`src/rtl/sccb_pkg.sv`:
```
package sccb_pkg;

    typedef enum logic {
        PTR_IDLE,
        PTR_ARMED
    } ptr_state_e;

    typedef enum logic {
        MODE_OFF,
        MODE_ON
    } mode_state_e;

    // controller register index that holds the channel data buffer
    localparam int DATA_REG_IDX = 8;

    // FIFO control register bit positions
    localparam int FC_EN    = 0;
    localparam int FC_TXRST = 1;
    localparam int FC_RXRST = 2;

endpackage

```
`src/rtl/sccb_fifo.sv`:
```
module sccb_fifo #(
    parameter int WIDTH = 8,
    parameter int DEPTH = 16
) (
    input  logic             clk,
    input  logic             rst_n,
    input  logic             clr,
    input  logic             push,
    input  logic             pop,
    input  logic [WIDTH-1:0] din,
    output logic [WIDTH-1:0] dout,
    output logic             empty,
    output logic             full,
    output logic             half
);
    localparam int AW = (DEPTH > 1) ? $clog2(DEPTH) : 1;
    localparam int CW = AW + 1;

    logic [WIDTH-1:0] mem [DEPTH];
    logic [AW-1:0]    wp_q, rp_q;
    logic [CW-1:0]    cnt_q;
    logic             push_ok, pop_ok;

    assign push_ok = push && !full;
    assign pop_ok  = pop && !empty;

    always_ff @(posedge clk or negedge rst_n) begin
        if (!rst_n) begin
            wp_q  <= '0;
            rp_q  <= '0;
            cnt_q <= '0;
        end else if (clr) begin
            wp_q  <= '0;
            rp_q  <= '0;
            cnt_q <= '0;
        end else begin
            if (push_ok) wp_q <= wp_q + AW'(1);
            if (pop_ok)  rp_q <= rp_q + AW'(1);
            cnt_q <= cnt_q + CW'(push_ok) - CW'(pop_ok);
        end
    end

    always_ff @(posedge clk) begin
        if (push_ok && !clr) mem[wp_q] <= din;
    end

    assign dout  = mem[rp_q];
    assign empty = (cnt_q == '0);
    assign full  = (cnt_q == CW'(DEPTH));
    assign half  = (cnt_q >= CW'(DEPTH / 2));

endmodule

```
`src/rtl/sccb_ptr_fsm.sv`:
```
module sccb_ptr_fsm
    import sccb_pkg::*;
#(
    parameter int IW = 4
) (
    input  logic          clk,
    input  logic          rst_n,
    input  logic          sync_clr,
    input  logic          acc,
    input  logic          wr,
    input  logic [IW-1:0] idx_in,
    output logic          fwd,
    output logic [IW-1:0] fwd_idx
);
    ptr_state_e    state_q, state_nxt;
    logic [IW-1:0] idx_q;

    // state register
    always_ff @(posedge clk or negedge rst_n) begin
        if (!rst_n) begin
            state_q <= PTR_IDLE;
            idx_q   <= '0;
        end else if (sync_clr) begin
            state_q <= PTR_IDLE;
            idx_q   <= '0;
        end else begin
            state_q <= state_nxt;
            if (state_q == PTR_IDLE && acc && wr) idx_q <= idx_in;
        end
    end

    // transitions: select (IDLE->ARMED), complete (ARMED->IDLE)
    always_comb begin
        state_nxt = state_q;
        unique case (state_q)
            PTR_IDLE:  if (acc && wr) state_nxt = PTR_ARMED;
            PTR_ARMED: if (acc)       state_nxt = PTR_IDLE;
            default:   state_nxt = PTR_IDLE;
        endcase
    end

    // outputs
    always_comb begin
        fwd     = 1'b0;
        fwd_idx = '0;
        unique case (state_q)
            PTR_IDLE:  fwd = acc && !wr;
            PTR_ARMED: begin
                fwd     = acc;
                fwd_idx = idx_q;
            end
            default:   fwd = 1'b0;
        endcase
    end

endmodule

```
`src/rtl/sccfifo_bridge.sv`:
```
module sccfifo_bridge
    import sccb_pkg::*;
#(
    parameter int NCH     = 2,
    parameter int DW      = 8,
    parameter int IW      = 4,
    parameter int DEPTH   = 16,
    parameter int FIFO_CH = 0,
    parameter int HAW     = $clog2(2 * NCH + 2),
    parameter int CHW     = (NCH > 1) ? $clog2(NCH) : 1
) (
    input  logic           clk,
    input  logic           rst_n,
    input  logic           card_rst,
    input  logic           host_sel,
    input  logic           host_wr,
    input  logic [HAW-1:0] host_addr,
    input  logic [DW-1:0]  host_wdata,
    output logic [DW-1:0]  host_rdata,
    output logic           scc_req,
    output logic           scc_wr,
    output logic [CHW-1:0] scc_chan,
    output logic [IW-1:0]  scc_reg,
    output logic [DW-1:0]  scc_wdata,
    input  logic [DW-1:0]  scc_rdata,
    output logic           tx_valid,
    output logic [DW-1:0]  tx_data,
    input  logic           tx_ready,
    input  logic           rx_valid,
    input  logic [DW-1:0]  rx_data
);
    localparam logic [HAW-1:0] A_FCR = HAW'(2 * NCH);
    localparam logic [HAW-1:0] A_FSR = HAW'(2 * NCH + 1);
    localparam logic [HAW-1:0] A_DAT_F = HAW'(2 * FIFO_CH + 1);

    // ---------------- control-port pointers ----------------
    logic [NCH-1:0] ctl_acc, ctl_fwd;
    logic [IW-1:0]  ctl_idx [NCH];

    for (genvar c = 0; c < NCH; c++) begin : g_ptr
        assign ctl_acc[c] = host_sel && (host_addr == HAW'(2 * c));
        sccb_ptr_fsm #(.IW(IW)) u_ptr (
            .clk      (clk),
            .rst_n    (rst_n),
            .sync_clr (card_rst),
            .acc      (ctl_acc[c]),
            .wr       (host_wr),
            .idx_in   (host_wdata[IW-1:0]),
            .fwd      (ctl_fwd[c]),
            .fwd_idx  (ctl_idx[c])
        );
    end

    // ---------------- mode state machine ----------------
    mode_state_e mode_q, mode_nxt;
    logic        mode_on;
    logic        fcr_wr;
    logic        rst_accept;
    logic        tx_rst_q, rx_rst_q;
    logic        tx_clr, rx_clr;
    logic        ovr_q;

    assign fcr_wr = host_sel && host_wr && (host_addr == A_FCR);

    always_ff @(posedge clk or negedge rst_n) begin
        if (!rst_n)        mode_q <= MODE_OFF;
        else if (card_rst) mode_q <= MODE_OFF;
        else               mode_q <= mode_nxt;
    end

    // transitions: enable (OFF->ON), disable (ON->OFF); force_off via resets
    always_comb begin
        mode_nxt = mode_q;
        unique case (mode_q)
            MODE_OFF: if (fcr_wr && host_wdata[FC_EN])  mode_nxt = MODE_ON;
            MODE_ON:  if (fcr_wr && !host_wdata[FC_EN]) mode_nxt = MODE_OFF;
            default:  mode_nxt = MODE_OFF;
        endcase
    end

    // outputs of the mode machine
    always_comb begin
        mode_on    = 1'b0;
        rst_accept = 1'b0;
        unique case (mode_q)
            MODE_OFF: rst_accept = fcr_wr && !host_wdata[FC_EN];
            MODE_ON:  mode_on    = 1'b1;
            default:  mode_on    = 1'b0;
        endcase
    end

    always_ff @(posedge clk or negedge rst_n) begin
        if (!rst_n) begin
            tx_rst_q <= 1'b0;
            rx_rst_q <= 1'b0;
        end else if (card_rst) begin
            tx_rst_q <= 1'b0;
            rx_rst_q <= 1'b0;
        end else if (fcr_wr) begin
            tx_rst_q <= rst_accept && host_wdata[FC_TXRST];
            rx_rst_q <= rst_accept && host_wdata[FC_RXRST];
        end
    end

    assign tx_clr = card_rst || tx_rst_q || (rst_accept && host_wdata[FC_TXRST]);
    assign rx_clr = card_rst || rx_rst_q || (rst_accept && host_wdata[FC_RXRST]);

    // ---------------- FIFOs ----------------
    logic          tx_push, tx_pop, tx_empty, tx_full, tx_half;
    logic          rx_push, rx_pop, rx_empty, rx_full, rx_half;
    logic [DW-1:0] tx_dout, rx_dout;

    sccb_fifo #(.WIDTH(DW), .DEPTH(DEPTH)) u_txf (
        .clk   (clk),
        .rst_n (rst_n),
        .clr   (tx_clr),
        .push  (tx_push),
        .pop   (tx_pop),
        .din   (host_wdata),
        .dout  (tx_dout),
        .empty (tx_empty),
        .full  (tx_full),
        .half  (tx_half)
    );

    sccb_fifo #(.WIDTH(DW), .DEPTH(DEPTH)) u_rxf (
        .clk   (clk),
        .rst_n (rst_n),
        .clr   (rx_clr),
        .push  (rx_push),
        .pop   (rx_pop),
        .din   (rx_data),
        .dout  (rx_dout),
        .empty (rx_empty),
        .full  (rx_full),
        .half  (rx_half)
    );

    assign tx_valid = mode_on && !tx_empty;
    assign tx_data  = tx_dout;
    assign tx_pop   = tx_valid && tx_ready;
    assign rx_push  = mode_on && rx_valid && !rx_full;

    always_ff @(posedge clk or negedge rst_n) begin
        if (!rst_n)                          ovr_q <= 1'b0;
        else if (rx_clr)                     ovr_q <= 1'b0;
        else if (mode_on && rx_valid && rx_full) ovr_q <= 1'b1;
    end

    logic [DW-1:0] fsr_w, fcr_w;
    always_comb begin
        fsr_w    = '0;
        fsr_w[0] = tx_empty;
        fsr_w[1] = tx_full;
        fsr_w[2] = tx_half;
        fsr_w[3] = rx_empty;
        fsr_w[4] = rx_full;
        fsr_w[5] = rx_half;
        fsr_w[6] = ovr_q;
        fcr_w           = '0;
        fcr_w[FC_EN]    = mode_on;
        fcr_w[FC_TXRST] = tx_rst_q;
        fcr_w[FC_RXRST] = rx_rst_q;
    end

    // ---------------- host decode ----------------
    always_comb begin
        scc_req    = 1'b0;
        scc_wr     = 1'b0;
        scc_chan   = '0;
        scc_reg    = '0;
        scc_wdata  = host_wdata;
        host_rdata = '0;
        tx_push    = 1'b0;
        rx_pop     = 1'b0;
        for (int c = 0; c < NCH; c++) begin
            if (ctl_fwd[c]) begin
                scc_req  = 1'b1;
                scc_wr   = host_wr;
                scc_chan = CHW'(c);
                scc_reg  = ctl_idx[c];
            end
            if (host_sel && host_addr == HAW'(2 * c + 1)) begin
                if (HAW'(2 * c + 1) == A_DAT_F && mode_on) begin
                    if (host_wr) begin
                        tx_push = !tx_full;
                    end else begin
                        rx_pop     = !rx_empty;
                        host_rdata = rx_empty ? '0 : rx_dout;
                    end
                end else begin
                    scc_req  = 1'b1;
                    scc_wr   = host_wr;
                    scc_chan = CHW'(c);
                    scc_reg  = IW'(DATA_REG_IDX);
                end
            end
        end
        if (host_sel && !host_wr) begin
            if (host_addr == A_FCR) host_rdata = fcr_w;
            if (host_addr == A_FSR) host_rdata = fsr_w;
        end
        if (scc_req && !scc_wr) host_rdata = scc_rdata;
    end

endmodule

```
`config.mk`:
```
export PLATFORM = sky130hd
export DESIGN_NAME = sccfifo_bridge
export DESIGN_NICKNAME = d
export VERILOG_FILES = /design/src/rtl/sccb_pkg.sv /design/src/rtl/sccb_fifo.sv /design/src/rtl/sccb_ptr_fsm.sv /design/src/rtl/sccfifo_bridge.sv
export SDC_FILE = /design/constraint.sdc
export NUM_CORES = 1
export LEC_CHECK = 0
export ABC_AREA = 1
export BUFFER_PORTS_ARGS = -buffer_cell sky130_fd_sc_hd__clkbuf_2
export CAP_MARGIN = 20
export CORE_UTILIZATION = 56
export DETAILED_ROUTE_END_ITERATION = 16
export PLACE_DENSITY = 0.85
export SLEW_MARGIN = 30
export SYNTH_ARGS = -nofsm -noshare
export SYNTH_HDL_FRONTEND = slang
export SYNTH_HIERARCHICAL = 1
export SYNTH_SLANG_ARGS = --single-unit
export TNS_END_PERCENT = 1
```
`constraint.sdc`:
```
create_clock -name clk -period 2.4 [get_ports clk]
set_clock_uncertainty 0.05 [all_clocks]
set_input_delay 0.36 -clock clk [delete_from_list [all_inputs] [get_ports clk]]
set_output_delay 0.36 -clock clk [all_outputs]
set_load 0.02 [all_outputs]
```
## Yosys cells after proc, flatten, opt, wreduce, memory -nomap -nowiden

Memory sizes are Yosys's and may differ from the RTL's.
Index checks and enable logic that the tools add are counted.

- Muxes and demuxes: 73
- Reductions and logical operators: 55
- Bitwise gates (word level): 3
- Eq/ne operators: 7
- Order comparisons: 2
- Add/sub/neg operators: 8

Operators by type and width:

| operator | number |
|---|---|
| $mux 4 | 19 |
| $mux 8 | 8 |
| $mux 1 | 39 |
| $logic_and 1x1->1 | 31 |
| $add 4x1->4 const B | 4 |
| $reduce_bool 2->1 | 8 |
| $add 5x1->5 | 2 |
| $eq 5x5->1 const B | 2 |
| $ge 5x4->1 const B | 2 |
| $logic_not 5->1 | 2 |
| $mux 5 | 2 |
| $pmux 1 s2 | 5 |
| $sub 5x1->5 | 2 |
| $logic_not 1->1 | 9 |
| $eq 3x2->1 const B | 2 |
| $eq 3x3->1 const B | 2 |
| $logic_or 1x1->1 | 4 |
| $eq 3x1->1 const B | 1 |
| $logic_not 3->1 | 1 |
| $not 1->1 | 3 |

- Output and inout bits: 32
- Register bits: 40
- Memories: 2
- RAM bits: 256
- Word-level logic and storage cells: 164

Memories:

| memory | words | bits a word | rd ports | clocked after memory_dff | wr ports | line | source |
|---|---|---|---|---|---|---|---|
| u_rxf.mem | 16 | 8 | 1 | 0 | 1 | sccb_fifo.sv:19 | `logic [WIDTH-1:0] mem [DEPTH];` |
| u_txf.mem | 16 | 8 | 1 | 0 | 1 | sccb_fifo.sv:19 |  |

## Depth between registers and ports, before layout

- Depth in word-level cells: 12
- Mapped depth: 19

## By module

The synthesis kept the hierarchy.

Modules (own cells, without submodules):

| module | cells each | times used | seq. area each (um^2) | area each (um^2) |
|---|---|---|---|---|
| sccb_fifo (u_rxf) | 639 | 1 | 4169.0 | 6477.5 |
| sccb_fifo (u_txf) | 645 | 1 | 4169.0 | 6446.2 |
| sccfifo_bridge | 139 | 1 | 100.1 | 810.8 |
| sccb_ptr_fsm | 40 | 2 | 125.1 | 286.5 |

## Least setup slack after synthesis

No wires, ideal clock.

- Path type: register -> register
- From: reg u_rxf.cnt_q[2]
- To: reg u_rxf.cnt_q[4]
- Setup time: 0.119 ns
- Path buffers: 0
- Cell stages (with the launch flop): 17
- Slack: -0.196 ns
- Clock period less this slack: 2.596 ns
- Arrival time: 2.427 ns
- Path through: dfrtp_1 -> inv_1 -> ha_1 -> nand3_1 -> inv_1 -> nor4_1 -> nand2_1 -> inv_1 -> ha_1 -> inv_1 -> ha_1 -> inv_1 -> fa_1 -> inv_1 -> nand3_1 -> a21oi_1 -> nor2_1

- Cells in the longest elaborated chain, start to end: 8

Ends and longest elaborated chain:

| item | line | source |
|---|---|---|
| from (decl) | sccb_fifo.sv:21 | `logic [CW-1:0] cnt_q;` |
| from (signal assigned) | sccb_fifo.sv:39 | `cnt_q <= cnt_q + CW'(push_ok) - CW'(pop_ok);` |
| $logic_not 5->1 | sccb_fifo.sv:48 | `assign empty = (cnt_q == '0);` |
| via rx_empty | sccfifo_bridge.sv:110 | `logic rx_push, rx_pop, rx_empty, rx_full, rx_half;` |
| $logic_not 1->1 | sccfifo_bridge.sv:188 | `rx_pop = !rx_empty;` |
| $mux 1 | sccfifo_bridge.sv:185 | `if (host_wr) begin` |
| $mux 1 | sccfifo_bridge.sv:184 | `if (HAW'(2 * c + 1) == A_DAT_F && mode_on) begin` |
| $mux 1 | sccfifo_bridge.sv:183 | `if (host_sel && host_addr == HAW'(2 * c + 1)) begin` |
| via rx_pop | sccfifo_bridge.sv:110 |  |
| $logic_and 1x1->1 | sccb_fifo.sv:25 | `assign pop_ok = pop && !empty;` |
| $sub 5x1->5 | sccb_fifo.sv:39 |  |
| $mux 5 | sccb_fifo.sv:32 | `end else if (clr) begin` |

The timed path passes the listed nets, and every way through them passes these cells.
A chain may end at the register's enable or synchronous reset.

## Final worst setup path

- From: reg u_rxf.rp_q[0]
- To: out host_rdata[3]

- Cells in the longest elaborated chain, start to end: 9

Ends and longest elaborated chain:

| item | line | source |
|---|---|---|
| from (decl) | sccb_fifo.sv:20 | `logic [AW-1:0] wp_q, rp_q;` |
| from (signal assigned) | sccb_fifo.sv:38 | `if (pop_ok) rp_q <= rp_q + AW'(1);` |
| $mem_v2 16x8 (*) | - |  |
| via rx_dout[3] | sccfifo_bridge.sv:111 | `logic [DW-1:0] tx_dout, rx_dout;` |
| $mux 8 (*) | sccfifo_bridge.sv:189 | `host_rdata = rx_empty ? '0 : rx_dout;` |
| $mux 8 (*) | sccfifo_bridge.sv:185 |  |
| $mux 8 (*) | sccfifo_bridge.sv:184 |  |
| $mux 8 (*) | sccfifo_bridge.sv:183 |  |
| $mux 8 | sccfifo_bridge.sv:200 | `if (host_addr == A_FCR) host_rdata = fcr_w;` |
| $mux 8 | sccfifo_bridge.sv:201 | `if (host_addr == A_FSR) host_rdata = fsr_w;` |
| $mux 8 (*) | sccfifo_bridge.sv:199 | `if (host_sel && !host_wr) begin` |
| $mux 8 (*) | sccfifo_bridge.sv:203 | `if (scc_req && !scc_wr) host_rdata = scc_rdata;` |
| to (decl) | sccfifo_bridge.sv:19 | `output logic [DW-1:0] host_rdata,` |

Mark *: on every way through the listed nets, which the timed path passes. The rest lies on a longest branch.

==> impl_metrics.toml <==
[floorplan]
initial_core_util_pct = 57.0
dieArea_um2 = 26200
fp-row-count = 58
coreArea_um2 = 25100
ios = 66
chipWidth_um = 162
die_height_um = 162

[cts]
cts_root_buffer = "clkbuf_16"
cts_tree = "yes"
cts_buffers = 30
cts_sinks = 296
htreeDepth = 1
clockBufferDepth = 3
path_clk_slew_ns = 0.06
clk_latency_ns = 0.55

[pwr]
power.leakage_nw = 7.67
powerDensity_nw_per_um2 = 612
power.share.clock_pct = 44.3
totalPowerFinal_mw = 10.7
power_frac_seq_pct = 52.5
internal_power_mw = 8.48
vdd_drop_max_mv = 0.670
p_comb_share_pct = 3.2
p_sw_mw = 2.22
swShare_pct = 20.8

[critical_path]
cp-start-kind = "flip-flop"
cp-startpoint = "u_rxf/rp_q[0]"
reg2reg_depth = 19
crit_required_ns = 1.99
crit_fanout = 8
cp-end-kind = "output port"
critPathKind = "reg -> out"
r2r-start = "u_txf/cnt_q[3]"
rrSetupSlack_ns = -0.13
crit_arrival_ns = 2.45
r2r_end = "u_txf/cnt_q[4]"

[cells_and_area]
area_delta_synth_final_pct = 22.2
nFillCells = 1622
drive_above_1_share_pct = 27.3
final_cell_mix = "nand2_1 (431), edfxtp_1 (256), nand3_1 (160)"
fin_nets = 1722
final_common_cell = "nand2_1"
num_antenna_cells = 0
seq_area_um2 = 8690
fin_util_pct = 69.6
multi_input_area_um2 = 4800

[placement]
hpwl_um = 21900
portBuffers = 65
gp_congestion = 0.879

[timing]
layout_min_cycle_time_ns = 2.86
tightestPinTransition_ns = 0.886
slew_headroom_pct = 40.7
slew_viol_final = 0
setup_viol = 25
fmax_mhz = 350
finalSetupTns_ns = -3.69
rsz0062_at_grt = "yes"
finalCritPeriodShare_pct = 119
final-hold-violation-count = 0
fin_ws_ns = -0.460

[yosys]
synth.ff_latch_count = 296
yosysWarnings = 6
synth_area_um2 = 14300
avgSynthCellArea_um2 = 9.52
synth_seq_area_share_pct = 60.7
synth_nets = 1565
synth.distinct_cells = 44
postSynthCellCount = 1503

[min_path]
hp-class = "in -> reg"
worstHoldPathCells = 3
hold_start = "host_wdata[2]"
hold_end = "rx_rst_q"

[global_routing]
antenna_found_initial = 0
grt_pass1_wl_um = 55700
grt.total_usage_pct = 27.4
globalRouteOverflowTotal = 0
grt_max_degree = 67
grt_pass1_vias = 11000

[route]
drt_iter0_drc = 1509
ant_nets = 0
drt-total-wl_um = 38900
drcViolationCount = 0
drt_pass1_iterations = 6
vias = 11500
drt-wirelength-per-cell_um = 19.3
vias_per_cell = 5.73

[run]
cap_violations = 0

[run_status]
status = "finished with violations"
violations = "negative setup slack"
-- worst max path at each step --
stage | end | slack (ns) | depth (start not counted)
floorplan | u_txf/cnt_q[4] | -0.06 | 18
finish | host_rdata[3] | -0.46 | 14
global placement | u_txf/cnt_q[4] | -0.12 | 19
detailed placement | u_txf/cnt_q[4] | -0.22 | 19
global route | host_rdata[1] | -0.51 | 14
CTS | host_rdata[6] | -0.31 | 13
-- repair_timing --
action,in CTS,in global routing
hold endpoints to repair,30,0
setup endpoints to repair,24,96
gates resized for setup,84,114
pin swaps,21,60
hold buffers,2,0
gates cloned,3,6
setup buffers,7,9
-- area by class of cell --
class | instances | share of cell area (%)
Clock buffer | 40 | 4.80
Sequential cell | 296 | 49.7
Timing Repair Buffer | 185 | 9.58
Inverter | 233 | 5.16
Multi-Input combinational cell | 914 | 27.4
Tap cell | 330 | 2.36
Clock inverter | 16 | 0.916
-- sequential cells by signal, summed over array words and instances, names as in the netlist --
name and flops:
u_txf/mem 128, u_rxf/mem 128, ovr_q 1, rx_rst_q 1, u_rxf/cnt_q 5, u_txf/rp_q 4, u_rxf/rp_q 4, mode_q 1
g_ptr.u_ptr/idx_q 8, u_txf/wp_q 4, tx_rst_q 1, g_ptr.u_ptr/state_q 2, u_rxf/wp_q 4, u_txf/cnt_q 5
-- cell usage after synthesis, drive strengths merged --
library cell / instances / area share [%]
a21boi: 2 / 0.16
a21oi: 11 / 0.38
a31o: 1 / 0.061
a31oi: 1 / 0.044
and2: 1 / 0.044
and3: 1 / 0.044
buf: 51 / 2.6
clkbuf: 9 / 0.45
clkinv: 16 / 0.47
dfrtp: 40 / 7.0
edfxtp: 256 / 54
fa: 2 / 0.28
ha: 26 / 2.3
inv: 217 / 5.7
nand2: 494 / 13
nand3: 209 / 8.0
nand3b: 1 / 0.052
nand4: 5 / 0.22
nor2: 121 / 3.6
nor3: 12 / 0.53
nor3b: 1 / 0.052
nor4: 2 / 0.13
o21ai: 17 / 0.59
or2: 1 / 0.044
xor2: 6 / 0.37
-- routing by layer --
layer,track usage (%),wire (um)
met4,12.4,2100
met2,49.0,19700
met5,0,0
met1,32.8,13700
met3,3.63,3280
-- cell families (layout without fill, tap and decap cells) --
group | Yosys count | count (layout) | share of synthesized area, %
compound gates | 32 | 32 | 1.24
xor+xnor | 6 | 6 | 0.367
fa+ha+maj | 28 | 28 | 2.55
buf+inv | 293 | 474 | 9.27
flops | 296 | 296 | 60.7
simple gates | 848 | 848 | 25.8
-- per-stage QoR --
step	hold slack, ns	cell area (um2)	setup slack [ns]	std cells
after floorplan	0.0144	14400	-0.0583	1503
after global routing	0.161	17500	-0.509	2014
after global placement	0.441	15400	-0.118	1933
final	0.142	17500	-0.460	2014
after CTS	0.125	16900	-0.313	2001
after detailed placement	0.436	15400	-0.216	1933
-- worst max-delay path: stages, from the launching register on --
cell	delay [ns]
dfrtp_2	0.45
clkinv_4	0.14
clkbuf_16	0.19
buf_4	0.16
nand2_1	0.09
nand2_1	0.08
nand2_1	0.08
nand3_2	0.09
nand2_2	0.10
nand2_2	0.07
nand3_1	0.08
nand2_1	0.08
nand2_1	0.08
nand2_1	0.07
clkbuf_8	0.15
-- power by group through the flow --
stage / clock (mW) / sequential, mW / combinational [mW]
floorplan: 0 / 5.72 / 0.126
global placement: 0 / 5.72 / 0.303
detailed placement: 0 / 5.72 / 0.314
CTS: 4.74 / 5.61 / 0.330
global route: 4.94 / 5.61 / 0.364
finish: 4.74 / 5.62 / 0.344
Power figures use the tool's default switching activity.
